[src/rtl/tlb_pkg.sv]
// Package: default geometry for the translation buffer.
// Assumes: the set count and way count are powers of two.
package tlb_pkg;
    localparam int unsigned VPN_BITS   = 20;
    localparam int unsigned PPN_BITS   = 20;
    localparam int unsigned PERM_BITS  = 4;
    localparam int unsigned LOCK_SLOTS = 8;
    localparam int unsigned NUM_SETS   = 16;
    localparam int unsigned NUM_WAYS   = 2;
endpackage

[src/rtl/tlb_lock_region.sv]
// Fully-associative pinned-translation store.
// A write goes to the slot that software names. Entries leave only when that
// slot is rewritten or when an address invalidate matches them.
// Assumes: a write and a matching invalidate in the same cycle leave the slot
// valid, because the write is applied last.
module tlb_lock_region #(
    parameter int unsigned VPN_W  = 20,
    parameter int unsigned PPN_W  = 20,
    parameter int unsigned PERM_W = 4,
    parameter int unsigned SLOTS  = 8,
    localparam int unsigned SLOT_W = (SLOTS > 1) ? $clog2(SLOTS) : 1
) (
    input  logic              clk,
    input  logic              rst_n,
    input  logic [VPN_W-1:0]  lk_vpn,
    output logic              hit,
    output logic [PPN_W-1:0]  hit_ppn,
    output logic [PERM_W-1:0] hit_perm,
    input  logic              wr_en,
    input  logic [SLOT_W-1:0] wr_slot,
    input  logic [VPN_W-1:0]  wr_vpn,
    input  logic [PPN_W-1:0]  wr_ppn,
    input  logic [PERM_W-1:0] wr_perm,
    input  logic              inv_en,
    input  logic [VPN_W-1:0]  inv_vpn,
    output logic [SLOTS-1:0]  valid_o
);
    logic [SLOTS-1:0]  vld;
    logic [VPN_W-1:0]  vpn_q  [SLOTS];
    logic [PPN_W-1:0]  ppn_q  [SLOTS];
    logic [PERM_W-1:0] perm_q [SLOTS];

    assign valid_o = vld;

    // Per-slot valid state: address invalidate first, then the write.
    always_ff @(posedge clk) begin
        if (!rst_n) begin
            vld <= '0;
        end else begin
            for (int i = 0; i < SLOTS; i++) begin
                if (inv_en && vld[i] && (vpn_q[i] == inv_vpn))
                    vld[i] <= 1'b0;
                if (wr_en && (SLOT_W'(i) == wr_slot))
                    vld[i] <= 1'b1;
            end
        end
    end

    // Slot payload; this storage is not reset.
    always_ff @(posedge clk) begin
        for (int i = 0; i < SLOTS; i++) begin
            if (wr_en && (SLOT_W'(i) == wr_slot)) begin
                vpn_q[i]  <= wr_vpn;
                ppn_q[i]  <= wr_ppn;
                perm_q[i] <= wr_perm;
            end
        end
    end

    // Compare all slots; the lowest-numbered matching slot wins.
    always_comb begin
        hit      = 1'b0;
        hit_ppn  = '0;
        hit_perm = '0;
        for (int i = SLOTS - 1; i >= 0; i--) begin
            if (vld[i] && (vpn_q[i] == lk_vpn)) begin
                hit      = 1'b1;
                hit_ppn  = ppn_q[i];
                hit_perm = perm_q[i];
            end
        end
    end

    // a pinned write leaves its slot valid on the next cycle
    a_r5_slot_valid_after_write: assert property (@(posedge clk) disable iff (!rst_n)
        wr_en |=> vld[$past(wr_slot)]);
endmodule

[src/rtl/tlb_set_region.sv]
// Set-associative cache of ordinary translations.
// The set index is taken from the low VPN bits, and the full VPN is kept as the tag.
// A fill to a VPN that is already resident overwrites that way. Otherwise the
// fill goes into the way chosen by the set's round-robin pointer. The pointer
// advances on every fill to its set.
// Assumes: SETS and WAYS are powers of two.
module tlb_set_region #(
    parameter int unsigned VPN_W  = 20,
    parameter int unsigned PPN_W  = 20,
    parameter int unsigned PERM_W = 4,
    parameter int unsigned SETS   = 16,
    parameter int unsigned WAYS   = 2,
    localparam int unsigned IDX_W = (SETS > 1) ? $clog2(SETS) : 1,
    localparam int unsigned PTR_W = (WAYS > 1) ? $clog2(WAYS) : 1,
    localparam int unsigned ENTRIES = SETS * WAYS
) (
    input  logic              clk,
    input  logic              rst_n,
    input  logic [VPN_W-1:0]  lk_vpn,
    output logic              hit,
    output logic [PPN_W-1:0]  hit_ppn,
    output logic [PERM_W-1:0] hit_perm,
    input  logic              wr_en,
    input  logic [VPN_W-1:0]  wr_vpn,
    input  logic [PPN_W-1:0]  wr_ppn,
    input  logic [PERM_W-1:0] wr_perm,
    input  logic              clr_all,
    input  logic              inv_en,
    input  logic [VPN_W-1:0]  inv_vpn
);
    logic [ENTRIES-1:0] vld;
    logic [VPN_W-1:0]   vpn_q  [SETS][WAYS];
    logic [PPN_W-1:0]   ppn_q  [SETS][WAYS];
    logic [PERM_W-1:0]  perm_q [SETS][WAYS];
    logic [PTR_W-1:0]   rr_ptr [SETS];

    logic [IDX_W-1:0]   lk_set, wr_set, inv_set;
    logic [WAYS-1:0]    way_hit;
    logic               wr_found;
    logic [PTR_W-1:0]   wr_match_way;
    logic [PTR_W-1:0]   wr_way;

    assign lk_set  = lk_vpn[IDX_W-1:0];
    assign wr_set  = wr_vpn[IDX_W-1:0];
    assign inv_set = inv_vpn[IDX_W-1:0];

    // Look up every way of the indexed set and select the matching one.
    always_comb begin
        hit      = 1'b0;
        hit_ppn  = '0;
        hit_perm = '0;
        way_hit  = '0;
        for (int w = 0; w < WAYS; w++) begin
            way_hit[w] = vld[int'(lk_set) * WAYS + w] && (vpn_q[lk_set][w] == lk_vpn);
            if (way_hit[w]) begin
                hit      = 1'b1;
                hit_ppn  = ppn_q[lk_set][w];
                hit_perm = perm_q[lk_set][w];
            end
        end
    end

    // Pick the fill way: the resident copy if there is one, else the pointer's way.
    always_comb begin
        wr_found     = 1'b0;
        wr_match_way = '0;
        for (int w = 0; w < WAYS; w++) begin
            if (vld[int'(wr_set) * WAYS + w] && (vpn_q[wr_set][w] == wr_vpn)) begin
                wr_found     = 1'b1;
                wr_match_way = PTR_W'(w);
            end
        end
        wr_way = wr_found ? wr_match_way : rr_ptr[wr_set];
    end

    // Valid bits: clear-all and address invalidate first, then the fill.
    always_ff @(posedge clk) begin
        if (!rst_n) begin
            vld <= '0;
        end else begin
            if (clr_all)
                vld <= '0;
            if (inv_en) begin
                for (int w = 0; w < WAYS; w++) begin
                    if (vpn_q[inv_set][w] == inv_vpn)
                        vld[int'(inv_set) * WAYS + w] <= 1'b0;
                end
            end
            if (wr_en)
                vld[int'(wr_set) * WAYS + int'(wr_way)] <= 1'b1;
        end
    end

    // Replacement pointers: each one steps forward on a fill to its set.
    always_ff @(posedge clk) begin
        if (!rst_n) begin
            for (int s = 0; s < SETS; s++)
                rr_ptr[s] <= '0;
        end else if (wr_en) begin
            rr_ptr[wr_set] <= (int'(rr_ptr[wr_set]) == WAYS - 1) ? '0 : rr_ptr[wr_set] + 1'b1;
        end
    end

    // Entry payload; this storage is not reset.
    always_ff @(posedge clk) begin
        if (wr_en) begin
            vpn_q[wr_set][wr_way]  <= wr_vpn;
            ppn_q[wr_set][wr_way]  <= wr_ppn;
            perm_q[wr_set][wr_way] <= wr_perm;
        end
    end

    // refill in place keeps at most one matching way per set
    a_r4_single_way_hit: assert property (@(posedge clk) disable iff (!rst_n)
        $onehot0(way_hit));

    // a clear-all with no fill leaves the region empty
    a_r7_clear_empties: assert property (@(posedge clk) disable iff (!rst_n)
        (clr_all && !wr_en) |=> ($countones(vld) == 0));
endmodule

[src/rtl/xlat_tlb.sv]
// Unified translation buffer: one lookup port serves both fetch and data.
// It combines the pinned region and the set region, gives the pinned region
// priority on a double match, and masks hits while translation is disabled.
// Fills are accepted whatever the state of enable.
// Assumes: the caller sends one fill per miss; no backpressure exists.
module xlat_tlb
    import tlb_pkg::*;
#(
    parameter int unsigned VPN_W  = VPN_BITS,
    parameter int unsigned PPN_W  = PPN_BITS,
    parameter int unsigned PERM_W = PERM_BITS,
    parameter int unsigned SLOTS  = LOCK_SLOTS,
    parameter int unsigned SETS   = NUM_SETS,
    parameter int unsigned WAYS   = NUM_WAYS,
    localparam int unsigned SLOT_W = (SLOTS > 1) ? $clog2(SLOTS) : 1
) (
    input  logic              clk,
    input  logic              rst_n,
    input  logic              enable,
    input  logic [VPN_W-1:0]  lk_vpn,
    output logic              lk_hit,
    output logic [PPN_W-1:0]  lk_ppn,
    output logic [PERM_W-1:0] lk_perm,
    input  logic              fill_valid,
    input  logic [VPN_W-1:0]  fill_vpn,
    input  logic [PPN_W-1:0]  fill_ppn,
    input  logic [PERM_W-1:0] fill_perm,
    input  logic              fill_lock,
    input  logic [SLOT_W-1:0] fill_slot,
    input  logic              inv_all,
    input  logic              inv_addr_valid,
    input  logic [VPN_W-1:0]  inv_addr_vpn
);
    logic              pin_hit, set_hit;
    logic [PPN_W-1:0]  pin_ppn, set_ppn;
    logic [PERM_W-1:0] pin_perm, set_perm;
    logic [SLOTS-1:0]  pin_valid;

    tlb_lock_region #(
        .VPN_W(VPN_W), .PPN_W(PPN_W), .PERM_W(PERM_W), .SLOTS(SLOTS)
    ) u_pin (
        .clk      (clk),
        .rst_n    (rst_n),
        .lk_vpn   (lk_vpn),
        .hit      (pin_hit),
        .hit_ppn  (pin_ppn),
        .hit_perm (pin_perm),
        .wr_en    (fill_valid && fill_lock),
        .wr_slot  (fill_slot),
        .wr_vpn   (fill_vpn),
        .wr_ppn   (fill_ppn),
        .wr_perm  (fill_perm),
        .inv_en   (inv_addr_valid),
        .inv_vpn  (inv_addr_vpn),
        .valid_o  (pin_valid)
    );

    tlb_set_region #(
        .VPN_W(VPN_W), .PPN_W(PPN_W), .PERM_W(PERM_W), .SETS(SETS), .WAYS(WAYS)
    ) u_cache (
        .clk      (clk),
        .rst_n    (rst_n),
        .lk_vpn   (lk_vpn),
        .hit      (set_hit),
        .hit_ppn  (set_ppn),
        .hit_perm (set_perm),
        .wr_en    (fill_valid && !fill_lock),
        .wr_vpn   (fill_vpn),
        .wr_ppn   (fill_ppn),
        .wr_perm  (fill_perm),
        .clr_all  (inv_all),
        .inv_en   (inv_addr_valid),
        .inv_vpn  (inv_addr_vpn)
    );

    // Output select: the pinned region first, then the cache; masked by enable.
    always_comb begin
        lk_hit  = 1'b0;
        lk_ppn  = '0;
        lk_perm = '0;
        if (enable && pin_hit) begin
            lk_hit  = 1'b1;
            lk_ppn  = pin_ppn;
            lk_perm = pin_perm;
        end else if (enable && set_hit) begin
            lk_hit  = 1'b1;
            lk_ppn  = set_ppn;
            lk_perm = set_perm;
        end
    end

    // no hit is reported while translation is disabled
    a_r9_masked_when_off: assert property (@(posedge clk) disable iff (!rst_n)
        !enable |-> !lk_hit);

    // a clear-all leaves the pinned valid bits untouched
    a_r7_pins_survive: assert property (@(posedge clk) disable iff (!rst_n)
        (inv_all && !inv_addr_valid && !(fill_valid && fill_lock)) |=> $stable(pin_valid));

    // after an address invalidate with no fill, that VPN misses
    a_r8_addr_gone: assert property (@(posedge clk) disable iff (!rst_n)
        (inv_addr_valid && !fill_valid) |=> !(lk_hit && (lk_vpn == $past(inv_addr_vpn))));
endmodule

[config.mk]
export PLATFORM = sky130hd
export DESIGN_NAME = xlat_tlb
export DESIGN_NICKNAME = d
export VERILOG_FILES = /design/src/rtl/tlb_pkg.sv /design/src/rtl/tlb_lock_region.sv /design/src/rtl/tlb_set_region.sv /design/src/rtl/xlat_tlb.sv
export SDC_FILE = /design/constraint.sdc
export NUM_CORES = 2
export LEC_CHECK = 0
export BUFFER_PORTS_ARGS = -buffer_cell sky130_fd_sc_hd__buf_4
export CORE_MARGIN = 4
export CORE_UTILIZATION = 55
export DETAILED_ROUTE_END_ITERATION = 12
export GPL_TIMING_DRIVEN = 0
export HOLD_SLACK_MARGIN = 0.06
export PLACE_DENSITY = 0.69
export RECOVER_POWER = 100
export SYNTH_ARGS = -nofsm -noshare
export SYNTH_HDL_FRONTEND = slang
export SYNTH_HIERARCHICAL = 1
export SYNTH_SLANG_ARGS = --single-unit
[constraint.sdc]
create_clock -name clk -period 9.1 [get_ports clk]
set_input_delay 0.91 -clock clk [delete_from_list [all_inputs] [get_ports clk]]
set_output_delay 0.91 -clock clk [all_outputs]
set_load 0.01 [all_outputs]
==> qor.yml <==
pwr:
  p_leak_nw: 30.52
  ir_worst_vdd_uv: 176.4
  p_per_area_nw_per_um2: 196.0
  p_total_w: 0.01865
clock_network:
  ctsResizeCount: 0
  path_clk_slew_ps: 60
  worstSkewPairLatency_ps: 830
  cts_sinks: 1816
  htree_levels: 4
  numCtsBuffers: 188
  cts_setup_buffers: 0
  cts_buffer_depth: 3
  clockRootBuffer: "clkbuf_16"
  cts_tree: "done"
  cts_hold_buf: 0
timing:
  finalSetupViolations: 466
  timing.slew.headroom: -1.094
  whs_ps: 470.4
  fin_crit_ps: 9450
  period_share: 1.038
  setup_ws_ps: -349.7
  finalHoldViolCount: 0
  max_freq_ghz: 0.1058
  finalMaxSlewViolations: 2073
  worstMarginPinSlew_ps: 3142
  rsz0062_at_grt: "false"
  skew_ps: 39.72
yosys:
  synth_area_um2: 84230
  synthDistinctLibCells: 82
  synth_ff_type: "edfxtp_1"
  syn-instance-count: 4630
  yosysSeqAreaShare: 0.6408
  async_reset_ff_frac: 0
  synth_seq_cells: 1816
  synth_fp_nets: 4724
  synth.most_common_cell: "edfxtp_1"
  synth-edff-count: 1760
  yosysTopAreaCell: "edfxtp_1"
  postSynthAreaPerCell_um2: 18.19
  synth_common_cells: "1760 x edfxtp_1, 676 x mux4_2, 308 x xnor2_1"
  synth.top_cells.by_area: "edfxtp_1 63%, mux4_2 18%, xnor2_1 3.2%"
  synth_top_area_frac: 0.6275
  yosys_warnings: 6
detailed_routing:
  firstDrtPassIters: 9
  drc: 0
  vias_per_cell: 7.346
  drt_wl_total_um: 309100
  wl_per_cell_um: 42.25
  drt_iter0_markers: 9145
  vias: 53750
  ant_nets: 0
final_layout:
  finish.net_count: 5213
  area_delta_synth_final_pct: 12.97
  layout-drive-gt1-share: 0.2633
global_route:
  antenna_found_initial: 18
  grt-ovfl-total: 0
  track_usage: 0.3887
  grt_pass1_wl_um: 419600
  grt_start_max_net_pins: 48
  grt_pass1_vias: 50900
worst_setup_path:
  r2r_cells: 11
  start_kind: "input pin"
  cp_data_arrival_time_ps: 9900
  critPathCaptureType: "flip-flop"
  rrSetupSlack_ps: 2580
  setup.worst_path.start: "fill_vpn[3]"
  required_ps: 9550
  path_class: "in2reg"
  reg2reg_from: "u_cache/vpn_q[12][33]"
  cp_max_fo: 44
  cp-endpoint: "u_cache/vpn_q[12][27]"
  r2r_end: "u_cache/vpn_q[12][27]"
floorplan:
  fp.dieH_um: 399.3
  io_pins: 119
  num_rows: 143
  initial_core_util: 0.5538
  die_area_um2: 159500
  core_um2: 152100
  die_x_um: 399.3
run_status:
  violations: "max-capacitance violations, max-slew violations, negative setup slack"
  status: "finished, violations left"
flow_run:
  drv_cap: 65
place:
  dp_slack_ps: 279.7
  io_buffers: 108
  gp_congestion: 1.059
  dp_hpwl_um: 212600
min_path:
  min_path_type: "reg2reg"
## stage by stage
stage               instances  TNS [ps]  utilization  area (µm²)
floorplan                4630         0            -       84230
global placement         6768  -7116450       0.5759       87580
detailed placement       6959         0       0.5918       90000
CTS                      7301         0       0.6326       96200
global route             7307         0       0.6255       95130
finish                   7317    -68970       0.6257       95160
## sequential cells by signal, summed over array words and instances, names as in the netlist
signal,flops
u_cache/ppn_q,640
u_cache/vpn_q,640
u_pin/ppn_q,160
u_pin/vpn_q,160
u_cache/perm_q,128
u_cache/vld,32
u_pin/perm_q,32
u_cache/rr_ptr,16
u_pin/valid_o,8
## power by group
| part | leakage (nW) | total (W) | internal [W] | switching (W) |
|---|---|---|---|---|
| logic | 11.2 | 0.00161 | 0.000549 | 0.00106 |
| registers | 16.3 | 0.00929 | 0.00926 | 0.0000339 |
| clock network | 3.01 | 0.00776 | 0.00445 | 0.00331 |
## logic make-up (layout without fill, tap and decap cells)
logic type	after synthesis	after routing	share of synthesized area
AND/OR/NAND/NOR	648	648	0.04128
other	0	16	0
XOR/XNOR	437	437	0.04544
buffers and inverters	379	1020	0.02194
flip-flops	1816	1816	0.6408
AO/OA/AOI/OAI	408	408	0.03694
multiplexers	942	942	0.2136
## critical path, cell delays in order
cell,delay (ps)
buf_4,500
clkbuf_1,520
buf_4,500
buf_2,690
clkbuf_1,1230
clkbuf_1,960
mux2i_1,310
xor2_1,610
nand4_1,180
a22oi_1,230
a21boi_2,160
clkbuf_1,310
nor4_1,1550
clkbuf_1,500
clkbuf_1,510
## per-layer routing
metal / global-route usage / up-vias / routed length, µm
met5: 0.0009236 / - / 61
met3: 0.1375 / 1031 / 45590
met2: 0.5489 / 4758 / 131800
li1: - / 20180 / -
met4: 0.2362 / 6 / 24170
met1: 0.5211 / 27780 / 107500
## final cells by class
cell class	count	area (µm²)
tap	2030	2540
buffer	341	1697
antenna	16	40.04
timing repair buffer	299	2133
clock buffer	233	5031
fill	10850	56930
sequential	1816	53970
clock inverter	109	1174
inverter	38	142.6
multi-input combinational	2435	28430
## how the worst min path moves through the flow
stage                             from            endpoint  cells past startpoint
finish              u_cache/rr_ptr[13]  u_cache/rr_ptr[13]                      2
global route        u_cache/rr_ptr[13]  u_cache/rr_ptr[13]                      2
global placement    u_cache/rr_ptr[13]  u_cache/rr_ptr[13]                      2
floorplan           u_cache/rr_ptr[13]  u_cache/rr_ptr[13]                      2
detailed placement  u_cache/rr_ptr[13]  u_cache/rr_ptr[13]                      2
CTS                       fill_slot[1]  u_pin/ppn_q[0][17]                      2
## cell usage in the layout, fill, tap and decap left out, drive strengths merged, types with 39 or more instances in the layout
master,synthesis,final
nor4,57,57
edfxtp,1760,1760
buf,201,346
nor2,52,52
o21ai,74,74
nand3,105,105
dfxtp,56,56
nand4,101,101
inv,37,43
xnor2,308,308
mux4,679,679
mux2i,217,217
clkbuf,140,526
nand2,139,139
mux2,46,46
xor2,129,129
o211ai,49,49
nor2b,60,60
clkinv,1,81
a221oi,39,39
No activity file was read; power rests on OpenSTA's default activity.
